`src/rtl/ibi_pkg.sv`:
```
package ibi_pkg;
  typedef enum logic [2:0] {
    ST_IDLE,
    ST_WAIT_ACK,
    ST_SEND_MDB,
    ST_SEND_PAYLOAD,
    ST_WAIT_END
  } ibi_state_e;
endpackage

```
`src/rtl/ibi_mdb_reg.sv`:
```
module ibi_mdb_reg #(
  parameter int DW = 8
) (
  input  logic          clk,
  input  logic          rst_n,
  input  logic          wr_en,
  input  logic [DW-1:0] wr_data,
  output logic [DW-1:0] mdb_q
);
  logic [DW-2:0] low_q;

  always_ff @(posedge clk or negedge rst_n) begin
    if (!rst_n) low_q <= '0;
    else if (wr_en) low_q <= wr_data[DW-2:0];
  end

  // Reserved top bit: never stored
  assign mdb_q = {1'b0, low_q};
endmodule

```
`src/rtl/ibi_len_ctr.sv`:
```
module ibi_len_ctr #(
  parameter int LW    = 8,
  parameter int LVL_W = 5
) (
  input  logic             clk,
  input  logic             rst_n,
  input  logic             clr,
  input  logic             inc,
  input  logic [LW-1:0]    max_len,
  input  logic [LVL_W-1:0] fifo_level,
  output logic             more_after_mdb,
  output logic             more_after_cur
);
  logic [LW-1:0] cnt_q;
  logic [LW:0]   cnt_next_w;

  always_ff @(posedge clk or negedge rst_n) begin
    if (!rst_n) cnt_q <= '0;
    else if (clr) cnt_q <= '0;
    else if (inc) cnt_q <= cnt_q + 1'b1;
  end

  assign cnt_next_w     = {1'b0, cnt_q} + 1'b1;
  assign more_after_mdb = (max_len != '0) && (fifo_level != '0);
  assign more_after_cur = (cnt_next_w < {1'b0, max_len}) && (fifo_level >= LVL_W'(2));

  AST_CNT_LIMIT: assert property (@(posedge clk) disable iff (!rst_n)
    inc |-> ({1'b0, cnt_q} < {1'b0, max_len}));
endmodule

```
`src/rtl/ibi_payload_seq.sv`:
```
module ibi_payload_seq
  import ibi_pkg::*;
#(
  parameter int DW    = 8,
  parameter int LW    = 8,
  parameter int LVL_W = 5
) (
  input  logic             clk,
  input  logic             rst_n,
  input  logic             req_set,
  input  logic             mdb_wr_en,
  input  logic [DW-1:0]    mdb_wr_data,
  output logic [DW-1:0]    mdb_rd,
  input  logic [LW-1:0]    max_len,
  input  logic             i3c_mode,
  input  logic             ibi_en,
  output logic             hdr_req,
  input  logic             hdr_ack,
  input  logic             hdr_nack,
  input  logic             fifo_valid,
  input  logic [DW-1:0]    fifo_data,
  input  logic [LVL_W-1:0] fifo_level,
  output logic             fifo_ready,
  output logic             tx_valid,
  output logic [DW-1:0]    tx_data,
  output logic             tx_more,
  input  logic             tx_ready,
  input  logic             ctl_eod,
  input  logic             ctl_restart,
  input  logic             ctl_stop,
  output logic             busy,
  output logic             done_flag,
  output logic             abort_flag,
  input  logic             flag_clr
);
  ibi_state_e state_q, state_d;
  logic [DW-1:0] mdb_q;
  logic end_evt, more_mdb, more_cur, pay_accept, done_set, abort_set;

  assign end_evt = ctl_eod | ctl_restart | ctl_stop;

  ibi_mdb_reg #(.DW(DW)) mdb_i (
    .clk(clk), .rst_n(rst_n), .wr_en(mdb_wr_en),
    .wr_data(mdb_wr_data), .mdb_q(mdb_q)
  );

  ibi_len_ctr #(.LW(LW), .LVL_W(LVL_W)) len_i (
    .clk(clk), .rst_n(rst_n),
    .clr(state_q == ST_WAIT_ACK), .inc(pay_accept),
    .max_len(max_len), .fifo_level(fifo_level),
    .more_after_mdb(more_mdb), .more_after_cur(more_cur)
  );

  // Byte stream toward the bus engine
  always_comb begin
    tx_valid = 1'b0;
    tx_data  = '0;
    tx_more  = 1'b0;
    unique case (state_q)
      ST_SEND_MDB: begin
        tx_valid = 1'b1;
        tx_data  = mdb_q;
        tx_more  = more_mdb;
      end
      ST_SEND_PAYLOAD: begin
        tx_valid = fifo_valid & ~end_evt;
        tx_data  = fifo_data;
        tx_more  = more_cur;
      end
      default: ;
    endcase
  end

  assign pay_accept = (state_q == ST_SEND_PAYLOAD) && tx_valid && tx_ready;
  assign fifo_ready = pay_accept;

  // Sequencing
  always_comb begin
    state_d   = state_q;
    done_set  = 1'b0;
    abort_set = 1'b0;
    unique case (state_q)
      ST_IDLE:
        if (req_set && i3c_mode && ibi_en) state_d = ST_WAIT_ACK;
      ST_WAIT_ACK:
        if (hdr_nack) state_d = ST_IDLE;
        else if (hdr_ack) state_d = ST_SEND_MDB;
      ST_SEND_MDB:
        if (tx_ready) state_d = more_mdb ? ST_SEND_PAYLOAD : ST_WAIT_END;
      ST_SEND_PAYLOAD:
        if (end_evt) begin
          state_d   = ST_IDLE;
          abort_set = 1'b1;
        end else if (pay_accept) begin
          state_d = more_cur ? ST_SEND_PAYLOAD : ST_WAIT_END;
        end
      ST_WAIT_END:
        if (end_evt) begin
          state_d  = ST_IDLE;
          done_set = 1'b1;
        end
      default: state_d = ST_IDLE;
    endcase
  end

  always_ff @(posedge clk or negedge rst_n) begin
    if (!rst_n) begin
      state_q    <= ST_IDLE;
      done_flag  <= 1'b0;
      abort_flag <= 1'b0;
    end else begin
      state_q <= state_d;
      if (done_set) done_flag <= 1'b1;
      else if (flag_clr) done_flag <= 1'b0;
      if (abort_set) abort_flag <= 1'b1;
      else if (flag_clr) abort_flag <= 1'b0;
    end
  end

  assign busy    = (state_q != ST_IDLE);
  assign hdr_req = (state_q == ST_WAIT_ACK);
  assign mdb_rd  = mdb_q;

  AST_REFUSE: assert property (@(posedge clk) disable iff (!rst_n)
    (!busy && req_set && !(i3c_mode && ibi_en)) |=> !busy);
  AST_NACK_CLEAN: assert property (@(posedge clk) disable iff (!rst_n)
    (hdr_req && hdr_nack && !flag_clr) |=> (!busy && $stable(done_flag) && $stable(abort_flag)));
  AST_MDB_MSB: assert property (@(posedge clk) disable iff (!rst_n)
    (state_q == ST_SEND_MDB) |-> (tx_valid && !tx_data[DW-1]));
  AST_MDB_HOLD: assert property (@(posedge clk) disable iff (!rst_n)
    (state_q == ST_SEND_MDB && !tx_ready) |=> (state_q == ST_SEND_MDB));
  AST_SIZE0: assert property (@(posedge clk) disable iff (!rst_n)
    (state_q == ST_SEND_MDB && max_len == '0) |-> !tx_more);
  AST_ABORT_STOP: assert property (@(posedge clk) disable iff (!rst_n)
    (state_q == ST_SEND_PAYLOAD && end_evt) |=> (!tx_valid && abort_flag));
  AST_POP_ACCEPT: assert property (@(posedge clk) disable iff (!rst_n)
    fifo_ready |-> (tx_valid && tx_ready));
endmodule

```
`config.mk`:
```
export PLATFORM = sky130hd
export DESIGN_NAME = ibi_payload_seq
export DESIGN_NICKNAME = d
export VERILOG_FILES = /design/src/rtl/ibi_pkg.sv /design/src/rtl/ibi_mdb_reg.sv /design/src/rtl/ibi_len_ctr.sv /design/src/rtl/ibi_payload_seq.sv
export SDC_FILE = /design/constraint.sdc
export NUM_CORES = 1
export LEC_CHECK = 0
export CORE_MARGIN = 2
export CORE_UTILIZATION = 38
export CTS_BUF_LIST = sky130_fd_sc_hd__clkbuf_4 sky130_fd_sc_hd__clkbuf_8 sky130_fd_sc_hd__clkbuf_16
export CTS_CLUSTER_DIAMETER = 40
export DETAILED_ROUTE_END_ITERATION = 16
export PLACE_DENSITY = 0.85
export SLEW_MARGIN = 25
export SYNTH_ARGS = -nofsm -noshare
export SYNTH_HDL_FRONTEND = slang
export SYNTH_HIERARCHICAL = 1
export SYNTH_SLANG_ARGS = --single-unit
```
`constraint.sdc`:
```
create_clock -name clk -period 2.4 [get_ports clk]
set_input_delay 0.24 -clock clk [delete_from_list [all_inputs] [get_ports clk]]
set_output_delay 0.24 -clock clk [all_outputs]
set_load 0.01 [all_outputs]
```
**Word level (Yosys, flattened, before mapping)**

Index checks and enable logic that the tools add are counted.

- Word-level logic and storage cells: 57
- Memory bits (writable): 0
- Register bits: 20
- Memory bits (read-only): 0
- Input bits: 43
- Output and inout bits: 23
- Latch bits: 0
- Memories kept: 0

- Multiplexer cells: 21
- Order comparisons: 2
- Add/subtract/negate cells: 2
- Shift operators: 0
- Bitwise logic cells: 4
- Reductions and logical operators: 14
- Div/mod/pow operators: 0
- Multiply operators: 0
- Eq/ne operators: 9

Operators with widths:

| kind | count |
|---|---|
| 2-to-1 mux 3 bit | 9 |
| 2-to-1 mux 8 bit | 2 |
| case mux 8 bit (2 select lines) | 1 |
| case mux 3 bit (5 select lines) | 1 |
| adder 8 x 1 -> 9 bit, second input constant | 1 |
| less-than comparator 9 x 8 -> 1 bit | 1 |
| adder 8 x 1 -> 8 bit, second input constant | 1 |
| nonzero test 8 bit | 1 |
| equality test 3 x 2 -> 1 bit, second input constant | 2 |
| logical AND 1 bit | 6 |
| 2-to-1 mux 1 bit | 6 |
| != test 2 bit, second input constant | 3 |
| nonzero test 2 bit | 3 |
| greater-or-equal comparator 5 x 2 -> 1 bit, second input constant | 1 |
| AND reduction 5 bit | 1 |
| nonzero test 5 bit | 1 |
| case mux 1 bit (2 select lines) | 2 |
| equality test 3 x 1 -> 1 bit, second input constant | 1 |
| equality test 3 bit, second input constant | 1 |
| zero test 3 bit | 1 |
| != test 3 x 1 -> 1 bit, second input constant | 1 |
| != test 3 bit, second input constant | 1 |
| nonzero test 3 bit | 1 |
| OR 1 bit | 2 |
| other kinds (2) | 2 |

**Logic depth before layout (Yosys ltp)**

- Depth in word-level cells: 10
- Mapped depth: 12
- Depth with buffers taken out: 12

**By module**

The synthesis kept the hierarchy.

Modules (own cells, without submodules):

| module | times used | area an instance (um2) | cells an instance | seq. area each (um2) |
|---|---|---|---|---|
| ibi_len_ctr | 1 | 668.1 | 77 | 200.2 |
| ibi_payload_seq | 1 | 486.7 | 65 | 125.1 |
| ibi_mdb_reg | 1 | 302.8 | 17 | 175.2 |

**Worst setup path before layout**

Ideal clock, no wire load.

- Kind: flip-flop to output port
- Start: register len_i.cnt_q[0]
- End: output port tx_more
- Cell stages (with the launch flop): 11
- Slack: -0.020 ns
- Arrival time: 2.180 ns
- Path through: dfrtp_1 ha_1 and3_4 and3_4 xor2_1 ha_1 o21ai_0 nor2_1 nor3_2 nand2_1 a21oi_1

- Word-level cells in the longest chain between the ends: 4

RTL lines:

| element | line | text |
|---|---|---|
| from (decl) | ibi_len_ctr.sv:14 | `logic [LW-1:0] cnt_q;` |
| from (signal assigned) | ibi_len_ctr.sv:20 | `else if (inc) cnt_q <= cnt_q + 1'b1;` |
| adder 8 x 1 -> 9 bit | ibi_len_ctr.sv:23 | `assign cnt_next_w = {1'b0, cnt_q} + 1'b1;` |
| less-than comparator 9 x 8 -> 1 bit | ibi_len_ctr.sv:25 | `assign more_after_cur = (cnt_next_w < {1'b0, max_len}) && (fifo_level >= LVL_W'(2));` |
| logical AND 1 bit | ibi_len_ctr.sv:25 |  |
| net more_cur | ibi_payload_seq.sv:38 | `logic end_evt, more_mdb, more_cur, pay_accept, done_set, abort_set;` |
| case mux 1 bit (2 select lines) | ibi_payload_seq.sv:59 | `unique case (state_q)` |
| to (decl) | ibi_payload_seq.sv:26 | `output logic tx_more,` |

The timed path passes the listed nets, and every way through them passes these cells.

**Worst setup path after layout**

Same ends and word-level chain as after synthesis.

==> summary.txt <==
Drt
  – DRC viols: 0
  – Starting DRC count in detailed routing: 47
  – Drt wl/cell: 13.1 um
  – Routed Antenna Nets: 0
  – WL final: 3.80 mm
  – Vias after detailed routing: 1,440
  – Initial DRT Pass Iterations: 4
  – Post-DR vias/cell: 4.95

Synth
  – Count of cell types in the netlist: 38
  – Yosys top cell area share: 0.343
  – Syn_area_per_cell: 9.17 sq um
  – Post-synthesis register bit count: 20
  – Synth Cell Area: 0.00146 sq mm
  – Syn nets: 210
  – Largest area contributor in the netlist: dfrtp_1
  – Mapped Cells: 159
  – Sequential cell area fraction in the yosys report: 0.343
  – Ys Warns: 6
  – Largest cells by area after synthesis: dfrtp_1 (34%), mux2_4 (7.2%), ha_1 (6.9%)

Floorplan
  – Starting density of the core: 0.398
  – Std-Cell Rows: 22
  – Die width: 65.9 um
  – DIE AREA: 0.00435 sq mm
  – Die height: 65.9 um
  – Core area: 0.00366 sq mm
  – Io pins: 66

Power and ir drop
  – Gate power share: 0.544
  – Peak supply drop: 0.000359 V
  – P_leak: 1.08 nW
  – Net Sw Frac: 0.355
  – Switch Pwr: 495 uW
  – Clock power frac: 0.160
  – Seq pwr share: 0.296
  – Pwr/cell area: 591 mW/mm^2
  – Cell internal pwr: 901 uW
  – Overall Power: 1.40 mW

Placement
  – Final GP Congestion: 0.932
  – DP Worst Slack: -0.518 ns
  – Port-buffer cells: 63
  – Cells after DPL: 286
  – Hpwl dp: 2.92 mm

Setup path
  – Worst Setup End Kind: output pin
  – CP Class: reg2out
  – Crit path max fanout: 4
  – Reg2Reg Launch Point: len_i/cnt_q[0]
  – R2r endpoint: state_q[1]
  – CP Launch Type: register
  – R2R Setup Slk: -0.03 ns
  – WP data required: 2.16 ns
  – Data arrival, critical path: 2.42 ns
  – R2r worst-path depth: 12

STA
  – Final Skew: 0.000932 ns
  – Final period util: 1.11
  – Fmax: 0.375 GHz
  – Final Hold Viols: 0
  – Final setup margin: -0.264 ns
  – Final min period: 2.66 ns
  – RSZ-0062 raised after global routing: true
  – # setup viols final: 3
  – Max-slew violation count: 0

Final layout
  – Finished Layout Cells: 291
  – Commonest non-fill, non-tap cell in the layout: clkdlybuf4s50_1
  – Most frequent cells in the layout: clkdlybuf4s50_1 (61), buf_4 (24), nor2_1 (23)
  – Layout cells sized above 1: 0.198
  – Fin nets: 296
  – P&R area growth vs syn: 61.9%
  – Inserted Diodes: 0
  – Layout fillers: 300

Outcome
  – Outcome: finished, violations left
  – Failing checks: negative setup slack

Clock network
  – Sink Count: 20
  – Clk buf depth: 2
  – Num CTS Buffers: 3
  – Clock Latency Late Sink: 0.26 ns
  – Root Driver: clkbuf_8
  – CTS tree: done
  – CTS HTree Levels: 1
  – Clk pin slew, worst setup/hold paths: 0.07 ns

Global routing
  – First-pass GRT wire length: 6.40 mm
  – Largest net degree at the start of global routing: 22
  – Vias in the first global route: 1,455
  – Global route overflow: 0
  – Total Routing Usage GR: 0.186
  – Initial antenna violation count: 0

Worst hold path
  – Worst Hold Class: in2async

Job
  – Max-Cap Viols: 0
[cells by family (layout without fill, tap and decap cells)]
kind of cell / Yosys count / after routing / synth area share
buffers and inverters: 19 / 103 / 0.0609
xor gates and xnor gates: 13 / 13 / 0.0781
muxes: 16 / 16 / 0.134
AOI/OAI and AO/OA: 23 / 23 / 0.103
other: 1 / 1 / 0.00257
DFF: 20 / 20 / 0.343
and+or+nand+nor: 59 / 59 / 0.209
adders and majority gates: 8 / 8 / 0.0687
[worst max-delay path by stage]
stage	startpoint	to	slack (ns)	depth (start not counted)
2_1_floorplan	len_i/cnt_q[0]	tx_more	0.01	10
6_report	len_i/cnt_q[0]	tx_more	-0.26	11
3_5_place_dp	len_i/cnt_q[0]	tx_more	-0.52	11
3_3_place_gp	len_i/cnt_q[0]	tx_more	-0.41	11
4_1_cts	len_i/cnt_q[1]	tx_more	-0.26	12
5_1_grt	len_i/cnt_q[0]	tx_more	-0.41	12
[sequential cells by signal, summed over array words and instances (netlist names)]
signal       flops
mdb_i/low_q      7
abort_flag       1
done_flag        1
len_i/cnt_q      8
state_q          3
[routing by layer]
layer  GRT usage  wire [um]  part of all wire
met4      0.0383         27            0.0071
met5           0          0                 0
met3      0.0239        230             0.060
met2       0.337       1890              0.50
met1       0.235       1650              0.43
[area by class of cell]
cell class / instances / area, sq um / share of cell area
flip-flops and latches: 20 / 500 / 0.212
multi-input cells: 120 / 902 / 0.382
repair buffers: 88 / 811 / 0.344
clock buffers: 3 / 41.3 / 0.0175
well taps: 48 / 60.1 / 0.0255
inverters: 12 / 45.0 / 0.0191
[cell usage after synthesis]
| master | count |
|---|---|
| nor2_1 | 23 |
| dfrtp_1 | 20 |
| inv_1 | 12 |
| mux2i_1 | 9 |
| nand2_1 | 9 |
| xor2_1 | 9 |
| ha_1 | 8 |
| a21oi_1 | 7 |
| mux2_4 | 7 |
| nand3_1 | 5 |
| nand2b_1 | 4 |
| nor3_1 | 4 |
| o21ai_0 | 4 |
| xnor2_1 | 4 |
| nor4_1 | 3 |
| a22o_1 | 2 |
| and3_4 | 2 |
| buf_2 | 2 |
| buf_4 | 2 |
| nand4_1 | 2 |
| nor2b_1 | 2 |
| nor3_2 | 2 |
| o22ai_1 | 2 |
| a211oi_1 | 1 |
| a21boi_0 | 1 |
| a221oi_1 | 1 |
| a22oi_1 | 1 |
| a311o_1 | 1 |
| a31oi_1 | 1 |
| a32o_1 | 1 |
| and4_1 | 1 |
| buf_1 | 1 |
| buf_6 | 1 |
| clkbuf_1 | 1 |
| conb_1 | 1 |
| o21bai_1 | 1 |
| or3_1 | 1 |
| or4b_4 | 1 |
[power groups by stage]
stage,logic (mW),registers [mW],clock network (mW)
6_report,0.760,0.413,0.223
5_1_grt,0.824,0.421,0.238
4_1_cts,0.759,0.412,0.224
3_5_place_dp,0.764,0.417,0
3_3_place_gp,0.758,0.415,0
2_1_floorplan,0.395,0.423,0
[stage by stage]
step | area, sq um | util | hold WS (ns) | setup TNS [ns]
3_3_place_gp | 2280 | 0.623 | 0.522 | -0.442
3_5_place_dp | 2280 | 0.623 | 0.526 | -0.704
5_1_grt | 2360 | 0.645 | 0.505 | -0.757
6_report | 2360 | 0.645 | 0.452 | -0.295
2_1_floorplan | 1460 | - | -0.0556 | 0
4_1_cts | 2340 | 0.638 | 0.513 | -0.271
[what timing repair did]
item	in CTS	in global routing
setup endpoints to repair	4	5
cloned	0	0
buffers inserted	1	0
gates resized for setup	9	3
hold endpoints to repair	0	20
pin swaps	7	2
hold buffers	0	1
[worst max-delay path, cell delays in order (launching register included)]
cell	delay (ns)
dfrtp_1	0.35
buf_4	0.14
nand3_1	0.16
nor2_1	0.16
xor2_1	0.18
ha_1	0.27
a211oi_2	0.24
nor2_1	0.09
nor3_2	0.22
nand2_1	0.09
a21oi_2	0.12
buf_2	0.14
(Power assumes the default switching activity.)
